==> src/rtl/sb_pkg.sv <==
// Package: default sizes of the reduced scoreboard.
// Assumes register index 0 is reserved to mean "no operand".
package sb_pkg;
    localparam int SB_WARPS   = 4;   // warps tracked
    localparam int SB_ENTRIES = 2;   // buffered instructions per warp
    localparam int SB_SLOTS   = 6;   // pending-write slots per warp
    localparam int SB_REGW    = 7;   // register index width (128 registers)
endpackage

==> src/rtl/sb_match.sv <==
// Module: compares one register index against every occupied slot of a table.
// Assumes a key of 0 means "no operand" and never matches.
module sb_match #(
    parameter int SLOTS = 6,
    parameter int RW    = 7
) (
    input  logic [SLOTS-1:0]         slot_vld,
    input  logic [SLOTS-1:0][RW-1:0] slot_reg,
    input  logic [RW-1:0]            key,
    output logic [SLOTS-1:0]         hit
);
    for (genvar s = 0; s < SLOTS; s++) begin : g_cmp
        // Per-slot equality against a nonzero key.
        assign hit[s] = slot_vld[s] && (key != '0) && (slot_reg[s] == key);
    end
endmodule

==> src/rtl/sb_warp_table.sv <==
// Module: pending-write slot table of one warp.
// A writeback clears the slot holding its register, then an issue claims the
// lowest free slot. The table state after both steps is exported so that a
// decode in the same cycle sees it. Assumes a register occupies at most one slot.
module sb_warp_table #(
    parameter int SLOTS = 6,
    parameter int RW    = 7
) (
    input  logic                     clk,
    input  logic                     rst_n,
    input  logic                     clr_en,
    input  logic [RW-1:0]            clr_reg,
    input  logic                     alloc_en,
    input  logic [RW-1:0]            alloc_reg,
    output logic [SLOTS-1:0]         clr_mask,
    output logic [SLOTS-1:0]         alloc_mask,
    output logic [SLOTS-1:0]         vld_nx,
    output logic [SLOTS-1:0][RW-1:0] reg_nx,
    output logic                     full
);
    logic [SLOTS-1:0]         vld_q;
    logic [SLOTS-1:0][RW-1:0] reg_q;
    logic [SLOTS-1:0]         vld_cl;
    logic [SLOTS-1:0]         pick;
    logic                     found;

    // Slots released by a writeback of this warp.
    sb_match #(.SLOTS(SLOTS), .RW(RW)) u_clr (
        .slot_vld (clr_en ? vld_q : '0),
        .slot_reg (reg_q),
        .key      (clr_reg),
        .hit      (clr_mask)
    );

    // Lowest free slot after the clear.
    always_comb begin
        vld_cl = vld_q & ~clr_mask;
        pick   = '0;
        found  = 1'b0;
        for (int s = 0; s < SLOTS; s++) begin
            if (!vld_cl[s] && !found) begin
                pick[s] = 1'b1;
                found   = 1'b1;
            end
        end
    end

    // Next table contents: clear first, then allocate.
    always_comb begin
        alloc_mask = (alloc_en && (alloc_reg != '0)) ? pick : '0;
        vld_nx     = vld_cl | alloc_mask;
        for (int s = 0; s < SLOTS; s++) begin
            reg_nx[s] = alloc_mask[s] ? alloc_reg : reg_q[s];
        end
    end

    // Full flag from the registered table.
    assign full = &vld_q;

    // Table state register.
    always_ff @(posedge clk) begin
        if (!rst_n) begin
            vld_q <= '0;
            reg_q <= '0;
        end else begin
            vld_q <= vld_nx;
            reg_q <= reg_nx;
        end
    end
endmodule

==> src/rtl/sb_ibuf_entry.sv <==
// Module: scoreboard state of one buffered instruction: its operands and its
// dependency vector. The vector loses bits on writeback and gains the newly
// claimed slot's bit when a same-warp issue writes a register it names.
// Assumes a load and a retire in the same cycle resolve to the load.
module sb_ibuf_entry #(
    parameter int SLOTS = 6,
    parameter int RW    = 7
) (
    input  logic             clk,
    input  logic             rst_n,
    input  logic             load_en,
    input  logic [RW-1:0]    load_src0,
    input  logic [RW-1:0]    load_src1,
    input  logic [RW-1:0]    load_dst,
    input  logic [SLOTS-1:0] load_dep,
    input  logic             retire_en,
    input  logic [SLOTS-1:0] clr_mask,
    input  logic [SLOTS-1:0] alloc_mask,
    input  logic [RW-1:0]    alloc_reg,
    output logic             vld,
    output logic [RW-1:0]    dst,
    output logic [SLOTS-1:0] dep
);
    logic [RW-1:0] src0_q, src1_q;
    logic          names_alloc;

    // Does this instruction read or write the register just allocated?
    assign names_alloc = (alloc_reg != '0) &&
                         ((src0_q == alloc_reg) || (src1_q == alloc_reg) || (dst == alloc_reg));

    // Entry state update.
    always_ff @(posedge clk) begin
        if (!rst_n) begin
            vld    <= 1'b0;
            src0_q <= '0;
            src1_q <= '0;
            dst    <= '0;
            dep    <= '0;
        end else if (load_en) begin
            vld    <= 1'b1;
            src0_q <= load_src0;
            src1_q <= load_src1;
            dst    <= load_dst;
            dep    <= load_dep;
        end else if (retire_en) begin
            vld    <= 1'b0;
            src0_q <= '0;
            src1_q <= '0;
            dst    <= '0;
            dep    <= '0;
        end else begin
            dep <= (dep & ~clr_mask) | (names_alloc ? alloc_mask : '0);
        end
    end
endmodule

==> src/rtl/sb_scoreboard.sv <==
// Module: top of the per-warp reduced scoreboard. It holds one slot table per
// warp and one entry per buffered instruction, does the decode lookup against
// the post-writeback, post-allocate table, and forms the ready flags.
// Assumes WARPS and ENTRIES are at least 2 and that the issue scheduler picks
// among ready entries.
module sb_scoreboard
    import sb_pkg::*;
#(
    parameter  int WARPS   = SB_WARPS,
    parameter  int ENTRIES = SB_ENTRIES,
    parameter  int SLOTS   = SB_SLOTS,
    parameter  int RW      = SB_REGW,
    localparam int WW      = $clog2(WARPS),
    localparam int EW      = $clog2(ENTRIES),
    localparam int NENT    = WARPS * ENTRIES
) (
    input  logic                  clk,
    input  logic                  rst_n,
    input  logic                  dec_valid,
    input  logic [WW-1:0]         dec_warp,
    input  logic [EW-1:0]         dec_entry,
    input  logic [RW-1:0]         dec_src0,
    input  logic [RW-1:0]         dec_src1,
    input  logic [RW-1:0]         dec_dst,
    input  logic                  iss_valid,
    input  logic [WW-1:0]         iss_warp,
    input  logic [EW-1:0]         iss_entry,
    input  logic                  wb_valid,
    input  logic [WW-1:0]         wb_warp,
    input  logic [RW-1:0]         wb_reg,
    output logic                  iss_taken,
    output logic [NENT-1:0]       ready_mask,
    output logic [NENT*SLOTS-1:0] dep_flat,
    output logic [WARPS-1:0]      table_full
);
    logic [SLOTS-1:0]         tab_clr   [WARPS];
    logic [SLOTS-1:0]         tab_alloc [WARPS];
    logic [SLOTS-1:0]         tab_vld   [WARPS];
    logic [SLOTS-1:0][RW-1:0] tab_reg   [WARPS];

    logic             ent_vld [NENT];
    logic [RW-1:0]    ent_dst [NENT];
    logic [SLOTS-1:0] ent_dep [NENT];

    logic [SLOTS-1:0]         look_vld;
    logic [SLOTS-1:0][RW-1:0] look_reg;
    logic [SLOTS-1:0]         hit_s0, hit_s1, hit_d;
    logic [SLOTS-1:0]         dec_dep;
    logic                     sel_ready;
    logic [RW-1:0]            iss_dst;

    // Ready flag and destination of the entry named by the issue request.
    always_comb begin
        sel_ready = 1'b0;
        iss_dst   = '0;
        for (int w = 0; w < WARPS; w++) begin
            for (int e = 0; e < ENTRIES; e++) begin
                if (iss_warp == WW'(w) && iss_entry == EW'(e)) begin
                    sel_ready = ready_mask[w*ENTRIES+e];
                    iss_dst   = ent_dst[w*ENTRIES+e];
                end
            end
        end
    end

    assign iss_taken = iss_valid && sel_ready;

    // One slot table per warp.
    for (genvar w = 0; w < WARPS; w++) begin : g_warp
        sb_warp_table #(.SLOTS(SLOTS), .RW(RW)) u_tab (
            .clk        (clk),
            .rst_n      (rst_n),
            .clr_en     (wb_valid && (wb_warp == WW'(w))),
            .clr_reg    (wb_reg),
            .alloc_en   (iss_taken && (iss_warp == WW'(w))),
            .alloc_reg  (iss_dst),
            .clr_mask   (tab_clr[w]),
            .alloc_mask (tab_alloc[w]),
            .vld_nx     (tab_vld[w]),
            .reg_nx     (tab_reg[w]),
            .full       (table_full[w])
        );
    end

    // Decode lookup selects the decoding warp's next-state table.
    always_comb begin
        look_vld = '0;
        look_reg = '0;
        for (int w = 0; w < WARPS; w++) begin
            if (dec_warp == WW'(w)) begin
                look_vld = tab_vld[w];
                look_reg = tab_reg[w];
            end
        end
    end

    sb_match #(.SLOTS(SLOTS), .RW(RW)) u_m_s0 (
        .slot_vld (look_vld), .slot_reg (look_reg), .key (dec_src0), .hit (hit_s0));
    sb_match #(.SLOTS(SLOTS), .RW(RW)) u_m_s1 (
        .slot_vld (look_vld), .slot_reg (look_reg), .key (dec_src1), .hit (hit_s1));
    sb_match #(.SLOTS(SLOTS), .RW(RW)) u_m_d (
        .slot_vld (look_vld), .slot_reg (look_reg), .key (dec_dst), .hit (hit_d));

    assign dec_dep = hit_s0 | hit_s1 | hit_d;

    // Buffered instruction entries, flat index warp*ENTRIES+entry.
    for (genvar w = 0; w < WARPS; w++) begin : g_w
        for (genvar e = 0; e < ENTRIES; e++) begin : g_e
            localparam int I = w * ENTRIES + e;

            sb_ibuf_entry #(.SLOTS(SLOTS), .RW(RW)) u_ent (
                .clk        (clk),
                .rst_n      (rst_n),
                .load_en    (dec_valid && (dec_warp == WW'(w)) && (dec_entry == EW'(e))),
                .load_src0  (dec_src0),
                .load_src1  (dec_src1),
                .load_dst   (dec_dst),
                .load_dep   (dec_dep),
                .retire_en  (iss_taken && (iss_warp == WW'(w)) && (iss_entry == EW'(e))),
                .clr_mask   (tab_clr[w]),
                .alloc_mask (tab_alloc[w]),
                .alloc_reg  (iss_dst),
                .vld        (ent_vld[I]),
                .dst        (ent_dst[I]),
                .dep        (ent_dep[I])
            );

            // Ready: occupied, no dependency, and a slot free if one is needed.
            assign ready_mask[I] = ent_vld[I] && (ent_dep[I] == '0) &&
                                   ((ent_dst[I] == '0) || !table_full[w]);
            assign dep_flat[I*SLOTS +: SLOTS] = ent_dep[I];
        end
    end
endmodule

==> config.mk <==
export PLATFORM = sky130hd
export DESIGN_NAME = sb_scoreboard
export DESIGN_NICKNAME = d
export VERILOG_FILES = /design/src/rtl/sb_pkg.sv /design/src/rtl/sb_match.sv /design/src/rtl/sb_warp_table.sv /design/src/rtl/sb_ibuf_entry.sv /design/src/rtl/sb_scoreboard.sv
export SDC_FILE = /design/constraint.sdc
export NUM_CORES = 1
export LEC_CHECK = 0
export ABC_AREA = 1
export ABC_CLOCK_PERIOD_IN_PS = 6060
export BUFFER_PORTS_ARGS = -buffer_cell sky130_fd_sc_hd__buf_2
export CAP_MARGIN = 15
export CORE_MARGIN = 1.5
export CORE_UTILIZATION = 57
export DETAILED_ROUTE_END_ITERATION = 6
export PLACE_DENSITY = 0.77
export SYNTH_ARGS = -nofsm -noshare
export SYNTH_HDL_FRONTEND = slang
export SYNTH_HIERARCHICAL = 1
export SYNTH_SLANG_ARGS = --single-unit
==> constraint.sdc <==
create_clock -name clk -period 6.06 [get_ports clk]
set_clock_uncertainty 0.15 [all_clocks]
set_input_delay 1.212 -clock clk [delete_from_list [all_inputs] [get_ports clk]]
set_output_delay 1.212 -clock clk [all_outputs]
set_load 0.05 [all_outputs]
==> Word-level counts from Yosys, hierarchy flattened <==
Index checks and enable logic that the tools add are counted.
{ "totals": {"register_bits": 416, "output_inout_bits": 61, "elab_cells": 612} }
{ "classes": {"eq_ne": 75, "n_mux": 168, "bitwise": 32, "reduce_logical": 269} }
{ "op_table": {"columns": ["cell", "n"], "rows": [
  ["equality test 7 bit", 66],
  ["2-to-1 mux 7 bit", 64],
  ["2-to-1 mux 6 bit", 36],
  ["logical AND 1 bit", 169],
  ["2-to-1 mux 42 bit", 4],
  ["bitwise OR 6 bit", 14],
  ["bitwise AND 6 bit", 12],
  ["2-to-1 mux 1 bit", 64],
  ["zero test 7 bit", 8],
  ["zero test 6 bit", 8],
  ["zero test 1 bit", 40],
  ["nonzero test 7 bit", 5],
  ["logical OR 1 bit", 24],
  ["NOT 6 bit", 4],
  ["AND reduction 6 bit", 4],
  ["nonzero test 2 bit", 8],
  ["equality test 2 bit (second input constant)", 6],
  ["equality test 2 x 1 -> 1 bit (second input constant)", 3],
  ["zero test 2 bit", 3],
  ["NOT 1 bit", 2]
]} }

==> Logic depth before layout (Yosys ltp) <==
Gate-level depths: netlist of the first run.
{ "logic_depth": {"depth_word": 33, "depth_mapped": 30} }

==> Modules after synthesis <==
The synthesis of the first run kept the hierarchy.
{ "modules_own_cells": {"columns": ["module", "instances", "cells_per_inst", "area_per_inst_um2", "seq_area_each_um2"], "rows": [
  ["sb_ibuf_entry", 8, 209, 1392.6, 560.5],
  ["sb_warp_table", 4, 367, 2369.8, 960.9],
  ["sb_match", 7, 187, 783.3, 0.0],
  ["sb_scoreboard", 1, 506, 2362.3, 0.0]
]} }

==> Worst setup path before layout of the first run <==
Ideal clock, no wire load.
{ "synth_path": {"path_kind": "input port to flip-flop", "from": "input port iss_warp[1]", "to": "register g_w[0].g_e[0].u_ent.dep[0]", "setup_ps": 118, "arrival_ps": 5906, "required_time_ps": 5792, "path_slack_ps": -114, "cell_stages": 28, "path_buffers": 2, "path_cell_list": "inv_1 nand2_1 nor2_2 nand2_1 nand3_1 a21oi_1 nand4_1 nor2_1 nand2_1 nor2_2 nor2_4 buf_6 nand2_4 buf_6 nand2_4 o21ai_2 inv_1 a221oi_1 a21oi_1 inv_1 nand2_1 nand2_1 nor2_1 nand3_1 nor2_1 or3_1 nand2_1 a21oi_1"} }
{ "synth_rtl": {"columns": ["item", "line", "rtl"], "rows": [
  ["start, declared", "sb_scoreboard.sv:26", "input logic [WW-1:0] iss_warp,"],
  ["end signal, assigned", "sb_ibuf_entry.sv:44", "dep <= load_dep;"],
  ["end signal, assigned", "sb_ibuf_entry.sv:52", "dep <= (dep & ~clr_mask) | (names_alloc ? alloc_mask : '0);"],
  ["end, declared", "sb_ibuf_entry.sv:22", "output logic [SLOTS-1:0] dep"]
]} }

==> results of run 1 <==
==> registers in the layout (all words and copies together) (netlist names) <==
name / flops
g_w.g_e.u_ent/dep: 48
g_w.g_e.u_ent/dst: 56
g_w.g_e.u_ent/src0_q: 56
g_w.g_e.u_ent/src1_q: 56
g_w.g_e.u_ent/vld: 8
g_warp.u_tab/reg_q: 168
g_warp.u_tab/vld_q: 24
==> cells by family after synthesis <==
group | Yosys count | share of synthesized area [%]
and+or+nand+nor | 2818 | 40.8
buffers and inverters | 1068 | 14.9
AOI/OAI and AO/OA | 491 | 10.1
DFF | 416 | 29.3
xor gates and xnor gates | 162 | 4.98
==> cell usage in the layout, fill, tap and decap left out, types with 9 or more instances in the layout <==
cell type and n:
o21ai_2 28, a22oi_1 11, buf_2 101, a221oi_1 20, a21oi_2 38, nand3_2 17
inv_1 876, o21ai_0 107, nor2_1 558, clkbuf_16 48, nor2_4 26, nor3_2 9
nor2_2 27, nand2_4 9, inv_2 45, nor3_1 22, nand3_1 197, nand4_1 74
dfxtp_1 416, nor4_1 9, o21ai_1 23, a21oi_1 233, nand2_2 31, xor2_1 59
xnor2_1 103, buf_4 111, clkinv_2 9, a21boi_0 21, nand2_1 1821
==> how the worst max path moves through the flow <==
stage,to,slack (ns),cells past startpoint
floorplan,g_w[0].g_e[0].u_ent/dep[1],0.004,25
global placement,g_w[2].g_e[1].u_ent/dep[3],0.19,28
detailed placement,g_w[2].g_e[1].u_ent/dep[3],0.24,28
CTS,g_w[3].g_e[1].u_ent/dep[3],0.87,28
global route,g_w[2].g_e[1].u_ent/dep[3],0.41,28
finish,g_w[3].g_e[1].u_ent/dep[3],0.61,28
==> stage by stage <==
| step | cells | setup WS, ns |
|---|---|---|
| after floorplan | 4955 | 0.00397 |
| after CTS | 5768 | 0.874 |
| after detailed placement | 5685 | 0.235 |
| after global placement | 5685 | 0.192 |
| final | 5770 | 0.612 |
| after global routing | 5768 | 0.410 |
==> area by class of cell <==
| class | count | area, sq um |
|---|---|---|
| Clock inverter | 20 | 251 |
| Tap cell | 664 | 831 |
| Fill cell | 4837 | 17500 |
| Antenna cell | 2 | 5.00 |
| Multi-Input combinational cell | 3471 | 16100 |
| Sequential cell | 416 | 8330 |
| Inverter | 921 | 3460 |
| Clock buffer | 63 | 1340 |
| Timing Repair Buffer | 213 | 1360 |
==> power by group through the flow <==
| stage | clock network (mW) | logic, mW | registers [mW] |
|---|---|---|---|
| finish | 3.02 | 0.826 | 2.79 |
| global route | 3.14 | 0.880 | 2.79 |
| CTS | 3.03 | 0.796 | 2.79 |
| detailed placement | 0 | 0.792 | 2.85 |
| global placement | 0 | 0.787 | 2.85 |
| floorplan | 0 | 0.524 | 2.84 |
==> worst max-delay path, cell delays in order <==
cell     delay [ns]
buf_2          0.13
inv_1          0.09
nand2_2        0.10
nor2_2         0.27
inv_1          0.11
o22ai_1        0.22
nor2_1         0.10
nand4_1        0.13
buf_4          0.22
inv_1          0.12
nand3_2        0.09
nor2_2         0.05
nor2_4         0.18
nand2_2        0.28
o21ai_0        0.59
inv_1          0.10
nand2_1        0.14
nand4_1        0.40
inv_1          0.14
nand2_1        0.06
nand2_1        0.09
nor2_1         0.04
nand3_1        0.09
nor2_1         0.04
or3_1          0.40
buf_4          0.19
nand2_1        0.09
a21oi_2        0.06
==> metal layers <==
metal / share of wire [%] / wire (microns) / vias to the layer above
li1: - / - / 15200
met1: 38 / 42700 / 14300
met2: 42 / 47300 / 1999
met3: 12 / 12900 / 470
met4: 7.9 / 8860 / 4
met5: 0.021 / 23 / -
==> impl_results.rst, run 1 <==
.. list-table::
   :header-rows: 1

   * - Metric
     - Value
   * - Outcome
     - complete, no violations
   * - Slew at the pin closest to its max-slew limit
     - 1.15 ns
   * - Initial antenna violation count
     - 3
   * - #FFs+latches synth
     - 416
   * - Primary flip-flop cell chosen by synthesis mapping
     - dfxtp_1
   * - Width of the die
     - 226 microns
   * - Standard cell area after detailed placement
     - 30000 sq um
   * - Largest cells by area after synthesis
     - dfxtp_1 29%, nand2_1 24%, inv_1 12%
   * - Type of the tightest min-delay check
     - reg -> reg
   * - Start point of the critical path
     - iss_warp[1]
   * - Num rows
     - 81
   * - Power consumption
     - 6.63 mW
   * - Shortest clock period the worst path allows after layout
     - 5.45 ns
   * - Async set-or-reset flop fraction in the synthesized netlist
     - 0%
   * - Launching element type of the critical path
     - primary input
   * - Global-route met1 utilization
     - 55.4%
   * - Area growth syn-to-layout
     - 11.1%
   * - Register area share after synthesis
     - 29.3%
   * - Number of primary I/O pins
     - 102
   * - Ys Warns
     - 6
   * - DPL Wire Length
     - 79300 microns
   * - Skew-Pair Late Insertion Delay
     - 0.61 ns
   * - Port-buffer cells
     - 101
   * - Synthesized area
     - 28500 sq um
   * - Number of hold buffers added after cts
     - 0
   * - Total congestion overflow
     - 0
   * - Die footprint
     - 51300 sq um
   * - Clock transition at the registers of the reported paths
     - 0.06 ns
   * - Final setup viols
     - 0
   * - CTS H-Tree Depth
     - 2
   * - Cell count of the worst hold path
     - 2
   * - Register-to-register setup slack
     - 0.82 ns
   * - Fraction of the cycle the final worst path needs
     - 89.9%
   * - Worst slew margin
     - 23.2%
   * - Internal cell power
     - 4.74 mW
   * - First-iteration detailed-routing DRC count
     - 4378
   * - Number of cells traversed by the worst register-to-register path
     - 26
   * - Max Cap Viol
     - 0
   * - Syn_nets
     - 4996
   * - Reported net switching power
     - 1.89 mW
   * - Worst VDD drop
     - 0.000217 V
   * - Clock tree from TritonCTS
     - done
   * - Worst-case hold path end point
     - g_w[2].g_e[1].u_ent/src1_q[2]
   * - Fraction of final layout cells sized beyond drive strength 1
     - 10.4%
   * - Vias per cell
     - 5.54
   * - Count of buffers added by post-CTS timing repair for setup
     - 0
   * - Routability congestion estimate from global placement
     - 1.07
   * - Total wire length after detailed routing
     - 112000 microns
   * - Grt met2 use
     - 65.0%
   * - Final Max Slew Viols
     - 0
   * - Number of remaining DRC errors
     - 0
   * - Sort of element at the end of the critical path
     - flop
   * - Via Count
     - 31900
   * - Max clock buf depth
     - 3
   * - Clock buffers created by TritonCTS
     - 47
   * - Pleak
     - 16.0 nW
   * - Power density relative to cell area
     - 210 nW/um^2
   * - Worst-path fanout max
     - 17
   * - Maximum number of pins on one net before global-route repair
     - 51
   * - Core area
     - 49200 sq um
   * - Clock Sink Count
     - 416
   * - Post-synth EDFFs
     - 0
   * - Initial core utilization
     - 57.9%
   * - Combinational share of power
     - 12.4%
   * - Post-route standard cell area excluding fillers
     - 31600 sq um
   * - Fin Hold WS
     - 0.323 ns
   * - Final core utilization
     - 64.3%
   * - Post-synthesis cell type with the largest combined area
     - dfxtp_1
   * - Part of the power in registers
     - 42.1%
   * - Crit path DAT
     - 5.77 ns
   * - Hold violation count in the final report
     - 0
   * - Mean Syn Cell Area
     - 5.74 sq um
   * - Vias in the first global route
     - 28200
   * - Final-stage net count
     - 5111
   * - Combined global-route utilization of all metal layers
     - 42.9%
   * - Total negative slack
     - 0 ns
   * - Data required, critical path
     - 6.38 ns
   * - Overall die height
     - 226 microns
   * - Clock power share
     - 45.5%
   * - Post_cts resized
     - 0
   * - First drt pass iteration count
     - 7
   * - Terminus of the critical flop-to-flop path
     - g_w[0].g_e[0].u_ent/dep[5]
   * - Ranking of synthesized cells by instance count
     - 1824 x nand2_1, 877 x inv_1, 560 x nor2_1
   * - Most crowded layer after global routing
     - met2
   * - Source of the worst register-to-register timing path
     - g_w[0].g_e[0].u_ent/dst[5]
   * - Crit Path Class
     - in -> reg
   * - Most frequent cell after synthesis
     - nand2_1
   * - Antenna-violating nets left
     - 0
   * - Root buffer selected by CTS
     - clkbuf_16
   * - Achievable frequency
     - 184 MHz
   * - Fraction of post-synthesis cell area in the top cell type by area
     - 29.3%
   * - Cell variety after synth
     - 39
   * - Wire length of the first global-routing pass
     - 165000 microns
   * - RSZ-0062 raised after global routing
     - no
   * - Met3 track utilization from global routing
     - 6.98%
   * - Net switching share of the total power
     - 28.5%
   * - Number of standard cells after synthesis
     - 4955
   * - Routed length per instance
     - 19.4 microns
   * - Worst hold path startpoint
     - g_w[2].g_e[1].u_ent/src1_q[2]
Note: power is estimated with default switching activity, not from simulation.
==> inputs of run 2 (changes only) <==
--- a/config.mk
+++ b/config.mk
@@ -9,6 +9,7 @@
 export ABC_CLOCK_PERIOD_IN_PS = 6060
 export BUFFER_PORTS_ARGS = -buffer_cell sky130_fd_sc_hd__buf_2
 export CAP_MARGIN = 15
+export CORE_ASPECT_RATIO = 0.8
 export CORE_MARGIN = 1.5
 export CORE_UTILIZATION = 57
 export DETAILED_ROUTE_END_ITERATION = 6
==> impl_results.rst, run 2 (synthesis gave the netlist of run 1 again) <==
.. list-table::
   :header-rows: 1

   * - Metric
     - Value
   * - Total wire length after detailed routing
     - 116000 microns (+3.8%)
   * - Fraction of final layout cells sized beyond drive strength 1
     - 10.3% (-0.061 points)
   * - First-iteration detailed-routing DRC count
     - 4369 (-0.21%)
   * - Number of remaining DRC errors
     - 0 (unchanged)
   * - Final-stage net count
     - 5122 (+0.22%)
   * - Number of hold buffers added after cts
     - 0 (unchanged)
   * - Top reg by flops
     - g_warp.u_tab/reg_q
   * - Delay contributed by the slowest stage of the critical path
     - 0.68 ns (+0.09 ns)
   * - Most common library cell in the layout ignoring fill and taps
     - nand2_1
   * - Data required, critical path
     - 6.36 ns (-0.02 ns)
   * - Worst-path fanout max
     - 16 (-1)
   * - Overall die height
     - 203 microns (-10%)
   * - Launching element type of the critical path
     - primary input
   * - Routed length per instance
     - 20.1 microns (+3.6%)
   * - Worst slew margin
     - 23.5% (+0.25 points)
   * - Achievable frequency
     - 167 MHz (-8.8%)
   * - Top library cells by usage in the layout, fill and taps aside
     - 1821 x nand2_1, 877 x inv_1, 558 x nor2_1, 416 x dfxtp_1, 233 x a21oi_1
   * - Wire length of the first global-routing pass
     - 172000 microns (+4.1%)
   * - Shortest clock period the worst path allows after layout
     - 5.97 ns (+0.525 ns)
   * - Max clock buf depth
     - 3 (unchanged)
   * - Filler Cell Count
     - 4911 (+1.5%)
   * - Source of the worst register-to-register timing path
     - g_w[2].g_e[1].u_ent/dst[1]
   * - Max Cap Viol
     - 0 (unchanged)
   * - Crit Path Class
     - in -> reg
   * - Number of flip-flops under the largest register name
     - 168 (unchanged)
   * - Initial antenna violation count
     - 2 (-1)
   * - Most repeated library cell on the critical path
     - inv_1
   * - Post_cts resized
     - 0 (unchanged)
   * - Width of the die
     - 253 microns (+12%)
   * - Met2 wire length
     - 45900 microns (-3.0%)
   * - Final setup viols
     - 0 (unchanged)
   * - Vias per cell
     - 5.51 (-0.53%)
   * - Worst VDD drop
     - 0.000260 V (+20%)
   * - Sequential cell area
     - 8330 sq um (unchanged)
   * - Slew at the pin closest to its max-slew limit
     - 1.14 ns (-0.00871 ns)
   * - Area growth syn-to-layout
     - 10.7%
   * - RSZ-0062 raised after global routing
     - no
   * - Final Max Slew Viols
     - 0 (unchanged)
   * - Skew-Pair Late Insertion Delay
     - 0.60 ns (about the same)
   * - Count of buffers added by post-CTS timing repair for setup
     - 0 (unchanged)
   * - Pleak
     - 16.0 nW (-0.31%)
   * - Post-route standard cell area excluding fillers
     - 31500 sq um (-0.34%)
   * - Clock buffers created by TritonCTS
     - 44 (-6.4%)
   * - Outcome
     - complete, no violations
   * - Sort of element at the end of the critical path
     - flop
   * - Fraction of the cycle the final worst path needs
     - 98.6% (+8.7 points)
   * - CTS H-Tree Depth
     - 2 (unchanged)
   * - Area of combinational cells with multiple inputs
     - 16100 sq um (unchanged)
   * - Highest metal used
     - met5
   * - Core area
     - 49500 sq um (+0.72%)
   * - Via Count
     - 31800 (-0.34%)
   * - Die footprint
     - 51300 sq um (about the same)
   * - Critical-path top delay cell
     - a221oi_1
   * - Metal-1 WL
     - 47600 microns (+11%)
   * - Vias in the first global route
     - 28000 (-0.79%)
   * - Worst hold path startpoint
     - g_w[2].g_e[0].u_ent/src1_q[6]
   * - Antenna-violating nets left
     - 0 (unchanged)
   * - Num rows
     - 73 (-9.9%)
   * - Number of primary I/O pins
     - 102 (unchanged)
   * - Port-buffer cells
     - 101 (unchanged)
   * - First drt pass iteration count
     - 7 (unchanged)
   * - Start point of the critical path
     - iss_warp[1]
   * - Min setup slack post-route
     - 0.0871 ns (-0.525 ns)
   * - Post-Place Setup Slack
     - -0.0597 ns (-0.295 ns)
   * - Power density relative to cell area
     - 200 nW/um^2 (-4.6%)
   * - Maximum number of pins on one net before global-route repair
     - 50 (-2.0%)
   * - Clock transition at the registers of the reported paths
     - 0.06 ns (about the same)
   * - Hold violation count in the final report
     - 0 (unchanged)
   * - Initial core utilization
     - 57.5% (-0.41 points)
   * - Root buffer selected by CTS
     - clkbuf_16
   * - Total congestion overflow
     - 0 (unchanged)
   * - Routability congestion estimate from global placement
     - 1.06 (-1.1%)
   * - Type of the tightest min-delay check
     - reg -> reg
   * - Clock Sink Count
     - 416 (unchanged)
   * - Standard cell area after detailed placement
     - 30200 sq um (+0.45%)
   * - Clock tree from TritonCTS
     - done
   * - Crit path DAT
     - 6.27 ns (+0.50 ns)
   * - DPL Wire Length
     - 84100 microns (+6.1%)
   * - Combined global-route utilization of all metal layers
     - 44.4% (+1.5 points)
   * - Met3 wirelength from detailed routing
     - 18000 microns (+39%)
==> run 2: cell type report <==
cell class	instances	share of cell area [%]
clock buffer	62	4.00
antenna	1	0.00794
clock inverter	8	0.238
inverter	921	11.0
timing repair buffer	227	4.74
multi-input combinational	3471	50.9
tap	675	2.68
sequential	416	26.4
==> run 2: final timing paths <==
path | depth (start not counted) | to | slack [ns]
min reg2reg | 2 | g_w[2].g_e[0].u_ent/src1_q[6] | 0.32
min | 2 | g_w[2].g_e[0].u_ent/src1_q[6] | 0.32
max reg2reg | 26 | g_w[0].g_e[0].u_ent/dep[5] | 0.66
max | 27 | g_w[0].g_e[0].u_ent/dep[5] | 0.09
==> run 2: per-stage QoR <==
stage / power [mW] / utilization (%) / TNS, ns / instances / hold slack [ns]
2_1_floorplan: 3.37 / - / 0 / 4955 / 0.301
3_3_place_gp: 3.66 / 60.9 / 0 / 5709 / 0.311
3_5_place_dp: 3.67 / 60.9 / -0.259 / 5709 / 0.315
4_1_cts: 6.28 / 63.6 / 0 / 5779 / 0.324
5_1_grt: 6.47 / 63.7 / 0 / 5780 / 0.333
6_report: 6.31 / 63.7 / 0 / 5781 / 0.324
==> run 2: critical path: cells and delay by family <==
kind	cells	cell delay (ns)
buffers and inverters	7	0.99
AO/OA/AOI/OAI	4	1.35
AND/OR/NAND/NOR	16	2.70
==> run 2: metal layers <==
metal | global-route usage [%] | vias to the layer above
met5 | 0 | -
met4 | 16.6 | 4
met3 | 13.4 | 298
met2 | 62.3 | 2034
met1 | 63.4 | 14400
li1 | - | 15100
==> run 2: power breakdown <==
| part | switching, mW | internal (mW) |
|---|---|---|
| Sequential | 0.0263 | 2.76 |
| Clock | 1.18 | 1.48 |
| Combinational | 0.635 | 0.222 |
| Total | 1.84 | 4.46 |
